===== src/rtl/sdcf_pkg.sv =====
package sdcf_pkg;

  typedef enum logic [1:0] {
    RK_NONE,
    RK_SHORT_CHK,
    RK_SHORT_RAW,
    RK_LONG
  } resp_kind_e;

  typedef enum logic [1:0] {
    RX_IDLE,
    RX_WAIT,
    RX_RECV
  } rx_state_e;

  // one serial step of x^7 + x^3 + 1
  function automatic logic [6:0] crc7_next(input logic [6:0] c, input logic b);
    logic fb;
    fb = b ^ c[6];
    return {c[5:0], 1'b0} ^ {3'b000, fb, 2'b00, fb};
  endfunction

  function automatic logic [6:0] crc7_of40(input logic [39:0] v);
    logic [6:0] c;
    c = '0;
    for (int i = 39; i >= 0; i--) c = crc7_next(c, v[i]);
    return c;
  endfunction

  function automatic resp_kind_e decode_kind(input logic [2:0] code, input logic [5:0] idx);
    resp_kind_e k;
    case (code)
      3'd3:       k = RK_NONE;
      3'd4, 3'd5: k = RK_SHORT_CHK;
      3'd6:       k = RK_LONG;
      3'd7:       k = RK_SHORT_RAW;
      default: begin
        if (idx == 6'd0) k = RK_NONE;
        else if (idx == 6'd2 || idx == 6'd9 || idx == 6'd10) k = RK_LONG;
        else k = RK_SHORT_CHK;
      end
    endcase
    return k;
  endfunction

endpackage


===== src/rtl/sdcf_cmd_tx.sv =====
module sdcf_cmd_tx #(
  parameter int TOKEN_W = 48
) (
  input  logic               clk,
  input  logic               rst_n,
  input  logic               sd_tick,
  input  logic               start,
  input  logic [TOKEN_W-1:0] token,
  output logic               cmd_out,
  output logic               cmd_oe,
  output logic               done
);
  localparam int CNT_W = $clog2(TOKEN_W);
  localparam logic [CNT_W-1:0] LAST = CNT_W'(TOKEN_W - 1);

  logic               active;
  logic [TOKEN_W-1:0] shreg;
  logic [CNT_W-1:0]   cnt;

  assign done    = active && sd_tick && (cnt == LAST);
  assign cmd_out = active ? shreg[TOKEN_W-1] : 1'b1;
  assign cmd_oe  = active;

  always_ff @(posedge clk or negedge rst_n) begin
    if (!rst_n) begin
      active <= 1'b0;
      shreg  <= '1;
      cnt    <= '0;
    end else if (start) begin
      active <= 1'b1;
      shreg  <= token;
      cnt    <= '0;
    end else if (active && sd_tick) begin
      shreg <= {shreg[TOKEN_W-2:0], 1'b1};
      if (cnt == LAST) active <= 1'b0;
      else cnt <= cnt + 1'b1;
    end
  end

  // token always runs its full length before the line is released
  p_tx_full_length_r2: assert property (@(posedge clk) disable iff (!rst_n)
    $fell(active) |-> ($past(cnt) == LAST));

endmodule


===== src/rtl/sdcf_resp_rx.sv =====
module sdcf_resp_rx
  import sdcf_pkg::*;
#(
  parameter int LONG_W  = 136,
  parameter int SHORT_W = 48,
  parameter int TIMEOUT = 64
) (
  input  logic              clk,
  input  logic              rst_n,
  input  logic              sd_tick,
  input  logic              arm,
  input  logic              long_sel,
  input  logic              chk_en,
  input  logic [5:0]        exp_idx,
  input  logic              cmd_in,
  output logic              done,
  output logic              timeout,
  output logic              bad,
  output logic [LONG_W-1:0] frame
);
  localparam int CNT_W    = $clog2(LONG_W + 1);
  localparam int TCNT_W   = $clog2(TIMEOUT + 1);
  localparam int CRC_SPAN = SHORT_W - 8;
  localparam int IDX_HI   = SHORT_W - 3;
  localparam int IDX_LO   = SHORT_W - 8;

  rx_state_e         state;
  logic [LONG_W-1:0] shreg;
  logic [CNT_W-1:0]  cnt;
  logic [TCNT_W-1:0] tcnt;
  logic [6:0]        crc;
  logic              long_q, chk_q;
  logic [5:0]        idx_q;
  logic [CNT_W-1:0]  last_pos;
  logic              mismatch;

  assign frame    = {shreg[LONG_W-2:0], cmd_in};
  assign last_pos = long_q ? CNT_W'(LONG_W - 1) : CNT_W'(SHORT_W - 1);
  assign done     = (state == RX_RECV) && sd_tick && (cnt == last_pos);
  assign timeout  = (state == RX_WAIT) && sd_tick && cmd_in && (tcnt == TCNT_W'(TIMEOUT - 1));
  assign mismatch = (frame[IDX_HI:IDX_LO] != idx_q) || (frame[7:1] != crc);
  assign bad      = done && chk_q && mismatch;

  always_ff @(posedge clk or negedge rst_n) begin
    if (!rst_n) begin
      state  <= RX_IDLE;
      shreg  <= '0;
      cnt    <= '0;
      tcnt   <= '0;
      crc    <= '0;
      long_q <= 1'b0;
      chk_q  <= 1'b0;
      idx_q  <= '0;
    end else if (arm) begin
      state  <= RX_WAIT;
      shreg  <= '0;
      tcnt   <= '0;
      long_q <= long_sel;
      chk_q  <= chk_en;
      idx_q  <= exp_idx;
    end else if (sd_tick) begin
      case (state)
        RX_WAIT: begin
          if (!cmd_in) begin
            state <= RX_RECV;
            shreg <= '0;
            cnt   <= CNT_W'(1);
            crc   <= '0;
          end else if (timeout) begin
            state <= RX_IDLE;
          end else begin
            tcnt <= tcnt + 1'b1;
          end
        end
        RX_RECV: begin
          shreg <= frame;
          if (cnt < CNT_W'(CRC_SPAN)) crc <= crc7_next(crc, cmd_in);
          if (done) state <= RX_IDLE;
          else cnt <= cnt + 1'b1;
        end
        default: ;
      endcase
    end
  end

  // a short response never puts bits above its own width into the register
  p_short_upper_clear_r6: assert property (@(posedge clk) disable iff (!rst_n)
    (state == RX_RECV && !long_q) |-> (shreg[LONG_W-1:SHORT_W] == '0));

  // the wait window is bounded by the timeout count
  p_wait_bounded_r9: assert property (@(posedge clk) disable iff (!rst_n)
    (state == RX_WAIT) |-> (tcnt < TCNT_W'(TIMEOUT)));

endmodule


===== src/rtl/sd_cmd_engine.sv =====
module sd_cmd_engine
  import sdcf_pkg::*;
#(
  parameter int ADDR_W        = 8,
  parameter int TIMEOUT_TICKS = 64
) (
  input  logic              clk,
  input  logic              rst_n,
  input  logic              wr_en,
  input  logic [ADDR_W-1:0] wr_addr,
  input  logic [31:0]       wr_data,
  input  logic [ADDR_W-1:0] rd_addr,
  output logic [31:0]       rd_data,
  input  logic              sd_tick,
  input  logic              cmd_in,
  output logic              cmd_out,
  output logic              cmd_oe,
  output logic              busy,
  output logic              resp_done,
  output logic              resp_timeout,
  output logic              resp_err
);
  localparam int TOKEN_W = 48;
  localparam int LONG_W  = 136;
  localparam logic [ADDR_W-1:0] A_CMD  = ADDR_W'(8'h00);
  localparam logic [ADDR_W-1:0] A_ARG  = ADDR_W'(8'h08);
  localparam logic [ADDR_W-1:0] A_RSP0 = ADDR_W'(8'h18);
  localparam logic [ADDR_W-1:0] A_RSP1 = ADDR_W'(8'h20);
  localparam logic [ADDR_W-1:0] A_RSP2 = ADDR_W'(8'h28);
  localparam logic [ADDR_W-1:0] A_RSP3 = ADDR_W'(8'h30);

  logic [31:0] cmd_q, arg_q, rsp0, rsp1, rsp2;
  logic [23:0] rsp3;
  resp_kind_e  kind_q, kind_new;

  logic               wr_cmd, wr_arg;
  logic [TOKEN_W-1:0] token;
  logic [39:0]        token_head;
  logic               tx_done;
  logic               rx_done, rx_timeout, rx_bad;
  logic [LONG_W-1:0]  rx_frame;

  assign wr_cmd     = wr_en && (wr_addr == A_CMD) && !busy;
  assign wr_arg     = wr_en && (wr_addr == A_ARG) && !busy;
  assign kind_new   = decode_kind(wr_data[10:8], wr_data[5:0]);
  assign token_head = {2'b01, wr_data[5:0], arg_q};
  assign token      = {token_head, crc7_of40(token_head), 1'b1};

  sdcf_cmd_tx #(.TOKEN_W(TOKEN_W)) tx_i (
    .clk     (clk),
    .rst_n   (rst_n),
    .sd_tick (sd_tick),
    .start   (wr_cmd),
    .token   (token),
    .cmd_out (cmd_out),
    .cmd_oe  (cmd_oe),
    .done    (tx_done)
  );

  sdcf_resp_rx #(.LONG_W(LONG_W), .SHORT_W(TOKEN_W), .TIMEOUT(TIMEOUT_TICKS)) rx_i (
    .clk      (clk),
    .rst_n    (rst_n),
    .sd_tick  (sd_tick),
    .arm      (tx_done && (kind_q != RK_NONE)),
    .long_sel (kind_q == RK_LONG),
    .chk_en   (kind_q == RK_SHORT_CHK),
    .exp_idx  (cmd_q[5:0]),
    .cmd_in   (cmd_in),
    .done     (rx_done),
    .timeout  (rx_timeout),
    .bad      (rx_bad),
    .frame    (rx_frame)
  );

  always_ff @(posedge clk or negedge rst_n) begin
    if (!rst_n) begin
      cmd_q        <= '0;
      arg_q        <= '0;
      kind_q       <= RK_NONE;
      busy         <= 1'b0;
      resp_done    <= 1'b0;
      resp_timeout <= 1'b0;
      resp_err     <= 1'b0;
      rsp0         <= '0;
      rsp1         <= '0;
      rsp2         <= '0;
      rsp3         <= '0;
    end else begin
      if (wr_arg) arg_q <= wr_data;
      if (wr_cmd) begin
        cmd_q        <= wr_data;
        kind_q       <= kind_new;
        busy         <= 1'b1;
        resp_done    <= 1'b0;
        resp_timeout <= 1'b0;
        resp_err     <= 1'b0;
      end
      if (tx_done && kind_q == RK_NONE) begin
        busy      <= 1'b0;
        resp_done <= 1'b1;
      end
      if (rx_done) begin
        busy      <= 1'b0;
        resp_done <= 1'b1;
        resp_err  <= rx_bad;
        rsp0      <= rx_frame[39:8];
        if (kind_q == RK_LONG) begin
          rsp1 <= rx_frame[71:40];
          rsp2 <= rx_frame[103:72];
          rsp3 <= rx_frame[127:104];
        end else begin
          rsp1 <= '0;
          rsp2 <= '0;
          rsp3 <= '0;
        end
      end
      if (rx_timeout) begin
        busy         <= 1'b0;
        resp_timeout <= 1'b1;
      end
    end
  end

  always_comb begin
    case (rd_addr)
      A_CMD:   rd_data = cmd_q;
      A_ARG:   rd_data = arg_q;
      A_RSP0:  rd_data = rsp0;
      A_RSP1:  rd_data = rsp1;
      A_RSP2:  rd_data = rsp2;
      A_RSP3:  rd_data = {8'h00, rsp3};
      default: rd_data = '0;
    endcase
  end

  p_oe_inside_busy_r2: assert property (@(posedge clk) disable iff (!rst_n)
    cmd_oe |-> busy);

  p_cmd_held_r3: assert property (@(posedge clk) disable iff (!rst_n)
    ($past(busy) && busy) |-> ($stable(cmd_q) && $stable(arg_q)));

  p_busy_fall_cause_r5: assert property (@(posedge clk) disable iff (!rst_n)
    $fell(busy) |-> (resp_done || resp_timeout));

  p_outcome_exclusive_r9: assert property (@(posedge clk) disable iff (!rst_n)
    !(resp_done && resp_timeout));

endmodule


===== config.mk =====
export PLATFORM = sky130hd
export DESIGN_NAME = sd_cmd_engine
export DESIGN_NICKNAME = d
export VERILOG_FILES = /design/src/rtl/sdcf_pkg.sv /design/src/rtl/sdcf_cmd_tx.sv /design/src/rtl/sdcf_resp_rx.sv /design/src/rtl/sd_cmd_engine.sv
export SDC_FILE = /design/constraint.sdc
export NUM_CORES = 1
export LEC_CHECK = 0
export CELL_PAD_IN_SITES_DETAIL_PLACEMENT = 2
export CELL_PAD_IN_SITES_GLOBAL_PLACEMENT = 2
export CORE_MARGIN = 1
export CORE_UTILIZATION = 43
export DETAILED_ROUTE_END_ITERATION = 16
export GPL_TIMING_DRIVEN = 1
export PLACE_DENSITY_LB_ADDON = 0.1
export SLEW_MARGIN = 20
export SYNTH_ARGS = -nofsm -noshare
export SYNTH_HDL_FRONTEND = slang
export SYNTH_SLANG_ARGS = --single-unit

===== constraint.sdc =====
create_clock -name clk -period 4.1 [get_ports clk]
set_input_delay 0.615 -clock clk [delete_from_list [all_inputs] [get_ports clk]]
set_output_delay 0.615 -clock clk [all_outputs]
set_load 0.01 [all_outputs]

==> results of run 1 <==
Yosys cell counts, types with 2 or more instances:
| master | count | area, µm² |
|---|---|---|
| nor3b_1 | 2 | 15.0 |
| nand2_1 | 386 | 1450 |
| dfstp_2 | 47 | 1230 |
| dfrtp_1 | 356 | 8910 |
| mux2_2 | 71 | 800 |
| xnor3_2 | 4 | 95.1 |
| buf_2 | 4 | 20.0 |
| and3_1 | 7 | 43.8 |
| a21oi_1 | 11 | 55.1 |
| or4_1 | 2 | 15.0 |
| a22o_1 | 133 | 1160 |
| xor2_1 | 22 | 193 |
| xnor2_2 | 3 | 48.8 |
| o21ai_0 | 115 | 576 |
| nand4_1 | 5 | 31.3 |
| xnor3_1 | 8 | 180 |
| ha_1 | 5 | 62.6 |
| nor2b_1 | 2 | 12.5 |
| xnor2_1 | 43 | 377 |
| clkbuf_1 | 100 | 375 |
| nand3_1 | 48 | 240 |
| and2_1 | 3 | 18.8 |
| a222oi_1 | 7 | 70.1 |
| nor3_1 | 8 | 40.0 |
| inv_1 | 13 | 48.8 |
| a22oi_1 | 81 | 608 |
| a31oi_1 | 37 | 231 |
| a21o_1 | 6 | 45.0 |
| or3_1 | 4 | 25.0 |
| mux2i_1 | 8 | 80.1 |
| buf_1 | 12 | 45.0 |
| or2_2 | 2 | 12.5 |
| nor4_1 | 3 | 18.8 |
| nor2_1 | 61 | 229 |
| nand2b_1 | 5 | 31.3 |
sequential cells by signal, indices dropped and copies added, names as in the netlist, 7 cells and up:
register and count:
rsp2 32, rx_i.shreg 127, cmd_q 32, rx_i.tcnt 7
rsp1 32, rsp3 24, rx_i.cnt 8, tx_i.shreg 47
rsp0 32, arg_q 32, rx_i.crc 7
final cells by class:
| class | instances | area, µm² |
|---|---|---|
| Tap cell | 525 | 657 |
| Multi-Input combinational cell | 1107 | 7020 |
| Inverter | 13 | 48.8 |
| Antenna cell | 2 | 5.00 |
| Sequential cell | 403 | 10100 |
| Fill cell | 3937 | 19300 |
| Clock buffer | 69 | 1340 |
| Timing Repair Buffer | 125 | 1330 |
| Clock inverter | 16 | 183 |
report_power, final:
part | switching, µW | internal [µW]
clock | 1740 | 2460
combinational | 952 | 662
sequential | 279 | 4420
per-stage QoR:
step	hold WS, ns	area, µm²	total power, µW	worst slack, ns	cells
global route	0.126	20700	10900	0.0581	2258
detailed placement	0.471	19200	6360	0.0921	2173
finish	0.0535	20700	10500	0.166	2260
global placement	0.455	19200	6260	0.194	2173
CTS	0.0994	20700	10600	0.0856	2258
floorplan	0.319	17600	5740	1.13	1640
routing by layer:
layer	part of all wire, %	up-vias	track usage (%)
met5	0	-	0
met4	2.5	0	9.14
met3	5.7	86	5.40
met2	47	321	46.4
met1	44	7171	39.9
li1	-	5878	-
worst paths after layout:
check	to	depth (start not counted)	slack, ns
hold / removal	tx_i.cnt[2]	1	0.05
setup / recovery	rd_data[6]	8	0.17
hold reg to reg	tx_i.shreg[47]	2	0.48
min in group clk	tx_i.shreg[47]	2	0.48
max in group asynchronous	rx_i.shreg[47]	2	2.98
setup reg to reg	rx_i.shreg[85]	8	0.97
critical path, cell delays in order:
cell	delay (ns)
clkdlybuf4s50_1	0.39
or4_1	0.55
or3_4	0.39
nor3_2	0.22
buf_12	0.25
a22oi_1	0.13
nand3_1	0.18
clkdlybuf4s50_1	0.56
cell families (layout without fill, tap and decap cells):
family,Yosys count,in the layout
buffers and inverters,130,223
muxes,79,79
xor gates and xnor gates,83,83
and+or+nand+nor,541,541
adders and majority gates,5,5
AOI/OAI and AO/OA,399,399
DFF,403,403
other,0,2
what timing repair did:
item / 4_1_cts / 5_1_grt
hold endpoints to repair: 0 / 0
gates resized for setup: 0 / 1
endpoints found under the setup margin: 0 / 1
==> impl_metrics.toml, run 1 <==
[status]
status = "complete, no violations"

[grt]
grt_usage_pct = 29.0
grt_pass1_vias = 14871
grt-ovfl-total = 0
grt_max_degree = 172
antenna_found_initial = 0
grt_pass1_wl_mm = 91.5

[detailed_routing]
post_drt_wl_per_cell_um = 26.1
routed_wl_mm = 59.0
firstDrtPassIters = 7
drtIter0Drc = 869
drc = 0
via_count = 13456
drt-vias-per-instance = 5.95
antenna_left = 0

[final_layout]
area_growth_pct = 17.8
fin_util_pct = 51.8
final_nets = 1754
layout_commonest_cell = "nand2_1"
final_cell_mix = "nand2_1 (386), dfrtp_1 (356), a22o_1 (133)"
layout-drive-gt1-share_pct = 14.4

[clocking]
numCtsBuffers = 46
post-cts-setup-buffers = 0
h-tree-depth = 2
cts.sink_count = 403
insertion_delay_ns = 0.59
clkTransAtPathRegs_ns = 0.05
hold_buffers = 0
root_buffer = "clkbuf_16"
cts_tree = "done"
clk_path_buf_depth = 3

[floorplanning]
initial_core_util_pct = 44.0
rows = 73
dieArea_um2 = 41700
die_h_um = 204
io_pins = 91
core_um2 = 40000
die_w_um = 204

[logic_synthesis]
ys.flop_type = "dfrtp_1"
synth_compound_area_share_pct = 16.1
synth_top_family_by_area = "compound AO/OA/AOI/OAI gates"
synth_edf_count = 0
synth_nets = 1698
synthXorXnorAreaFrac_pct = 5.51
async_flop_share_pct = 100
synth_warnings = 0
synth_simple_gate_area_share_pct = 12.6
synth_seq_area_share_pct = 57.7
muxShareOfSynthArea_pct = 5.00
syn-cell-area_um2 = 17600
syn_avg_cell_area_um2 = 10.7
synth-adder-area-share_pct = 0.356
synth.distinct_cells = 51
ys_ff_latch = 403
syn-instance-count = 1640

[sta]
period_needed_ns = 3.93
final_max_slew_viol_count = 0
tns_ns = 0
setup_viol = 0
max_freq_mhz = 254
worst_slew_margin_rel_pct = 29.2
rsz0062_at_grt = "false"
hold_viol = 0
clock_skew_ns = 0.0160
tightest_slew_ns = 1.06
period_share_pct = 96.0

[setup_path]
criticalPathCategory = "in2out"
worstPathArrival_ns = 3.32
crit_fanout = 31
critPathLaunchType = "input port"
cp.required_ns = 3.48
reg2reg_from = "rx_i.state[0]"
end_kind = "output port"
setup.worst_path.start = "rd_addr[6]"

[power]
p_leak_uw = 0.00945
ir_worst_vdd_v = 0.000302
power_density_nw_per_um2 = 507

[placed_design]
portBuffers = 90
routabilityCongestion = 0.838
dpl.hpwl_mm = 38.0

[run]
drv_cap = 0

[min_path]
min_path_type = "in2async"
No activity file was read; power rests on OpenSTA's default activity.
==> run 2, diff against run 1 <==
--- a/config.mk
+++ b/config.mk
@@ -9,8 +9,8 @@
 export CELL_PAD_IN_SITES_GLOBAL_PLACEMENT = 2
 export CORE_MARGIN = 1
 export CORE_UTILIZATION = 43
+export CTS_CLUSTER_DIAMETER = 40
 export DETAILED_ROUTE_END_ITERATION = 16
-export GPL_TIMING_DRIVEN = 1
 export PLACE_DENSITY_LB_ADDON = 0.1
 export SLEW_MARGIN = 20
 export SYNTH_ARGS = -nofsm -noshare
==> run 2 against run 1 <==
- sequential share of layout area decreased by 1.2 points
- critical path depth unchanged
- count of clock-buffer cells in the layout increased by 12
- non-clock buffer count is the same
- utilization rose by 1.3 points
- setup slack worse by 0.023 ns
- sequential power barely moved
- largest cell class unchanged
==> impl_metrics.toml, run 2 (same netlist as run 1, synthesis figures left out) <==
[power]
total_power_uw = 11600
ir_worst_vdd_v = 0.000413
p_leak_uw = 0.00970
power_density_nw_per_um2 = 545

[grt]
antenna_found_initial = 1
grt-ovfl-total = 0
grt_pass1_vias = 15281
grt_usage_pct = 30.1
grt_max_degree = 172
grt_pass1_wl_mm = 95.0

[final_layout]
n_antenna_cell = 0
layout_commonest_cell = "nand2_1"
stdcell_area_um2 = 21200
final_nets = 1769
area_growth_pct = 20.8
regMostFlops = "rx_i.shreg"
final_cell_mix = "nand2_1 (386), dfrtp_1 (356), a22o_1 (133)"
top_regs = "rx_i.shreg: 127 flops, tx_i.shreg: 47 flops"
layout-drive-gt1-share_pct = 15.9
largest_register_ffs = 127

[detailed_routing]
drt-vias-per-instance = 6.00
firstDrtPassIters = 5
post_drt_wl_per_cell_um = 26.8
routed_wl_mm = 61.2
drc = 0
via_count = 13724
drtIter0Drc = 829
antenna_left = 0

[setup_path]
reg2reg_slack_ns = 1.03
critPathLaunchType = "input port"
crit_fanout = 31
reg2reg_from = "rx_i.state[0]"
criticalPathCategory = "in2out"
setup.worst_path.start = "rd_addr[6]"
worstPathArrival_ns = 3.34
end_kind = "output port"
cp.required_ns = 3.48

[sta]
period_share_pct = 96.5
final_max_slew_viol_count = 0
rsz0062_at_grt = "false"
hold_viol = 0
tightest_slew_ns = 1.06
tns_ns = 0
clock_skew_ns = 0.0197
worst_slew_margin_rel_pct = 29.1
period_needed_ns = 3.96
fin_ws_ns = 0.143
setup_viol = 0
max_freq_mhz = 253

[clocking]
clk_path_buf_depth = 3
h-tree-depth = 2
root_buffer = "clkbuf_16"
numCtsBuffers = 61
hold_buffers = 0
insertion_delay_ns = 0.62
cts_tree = "done"
cts.sink_count = 403
clkTransAtPathRegs_ns = 0.05
post-cts-setup-buffers = 0

[floorplanning]
die_w_um = 204
die_h_um = 204
initial_core_util_pct = 44.0
io_pins = 91
core_um2 = 40000
dieArea_um2 = 41700
rows = 73

[placed_design]
portBuffers = 90
dpl.hpwl_mm = 38.0
place_ws_ns = 0.0921
place_area_um2 = 19200
routabilityCongestion = 0.838

[min_path]
min_path_type = "in2async"

[run]
drv_cap = 0

[status]
status = "complete, no violations"
==> run 2: changes by cell type in the layout (fill, tap and decap cells not counted), moves of 3 or more <==
cell and delta:
inv_8 +3, clkbuf_16 +14, clkinv_4 +7, inv_6 +3
==> run 2: where the power goes <==
group,internal [µW],switching (µW)
logic,662,958
registers,4420,287
clock network,3220,2030
==> run 2: critical path, cell delays in order <==
cell,delay [ns]
clkdlybuf4s50_1,0.39
or4_1,0.55
or3_4,0.39
nor3_2,0.21
buf_12,0.25
a22oi_1,0.16
nand3_1,0.19
clkdlybuf4s50_1,0.56
==> run 2: area by class of cell <==
class,count,area (µm²)
Inverter,13,48.8
Clock buffer,81,1680
Clock inverter,33,364
Multi-Input combinational cell,1107,7020
Sequential cell,403,10100
Timing Repair Buffer,125,1330
Tap cell,525,657
Fill cell,3912,18800
==> run 2: per-stage QoR <==
stage          cells  util [%]  hold WS [ns]
3_3_place_gp    2173      48.0         0.455
3_5_place_dp    2173      48.0         0.471
5_1_grt         2287      53.1         0.101
2_1_floorplan   1640         -         0.319
4_1_cts         2287      53.1        0.0652
6_report        2287      53.1        0.0256
==> run 2: layer usage <==
layer,vias up,track usage [%],wire length (µm)
li1,5922,-,-
met2,355,49.3,29300
met1,7359,41.4,27400
met3,88,4.70,3100
met4,0,8.77,1380
met5,-,0,0
==> run 2: timing repair <==
| item | in CTS | in global routing |
|---|---|---|
| endpoints found under the hold margin | 0 | 0 |
| resized for setup | 0 | 1 |
| setup endpoints to repair | 0 | 1 |
==> run 2: worst paths after layout <==
| kind | endpoint | depth (start not counted) |
|---|---|---|
| worst max-delay path | rd_data[7] | 8 |
| worst min-delay path | tx_i.cnt[2] | 1 |
| worst max register to register | rx_i.shreg[82] | 8 |
| max in group asynchronous | rsp1[9] | 2 |
| worst min register to register | tx_i.shreg[47] | 2 |
| min in group clk | tx_i.shreg[47] | 2 |
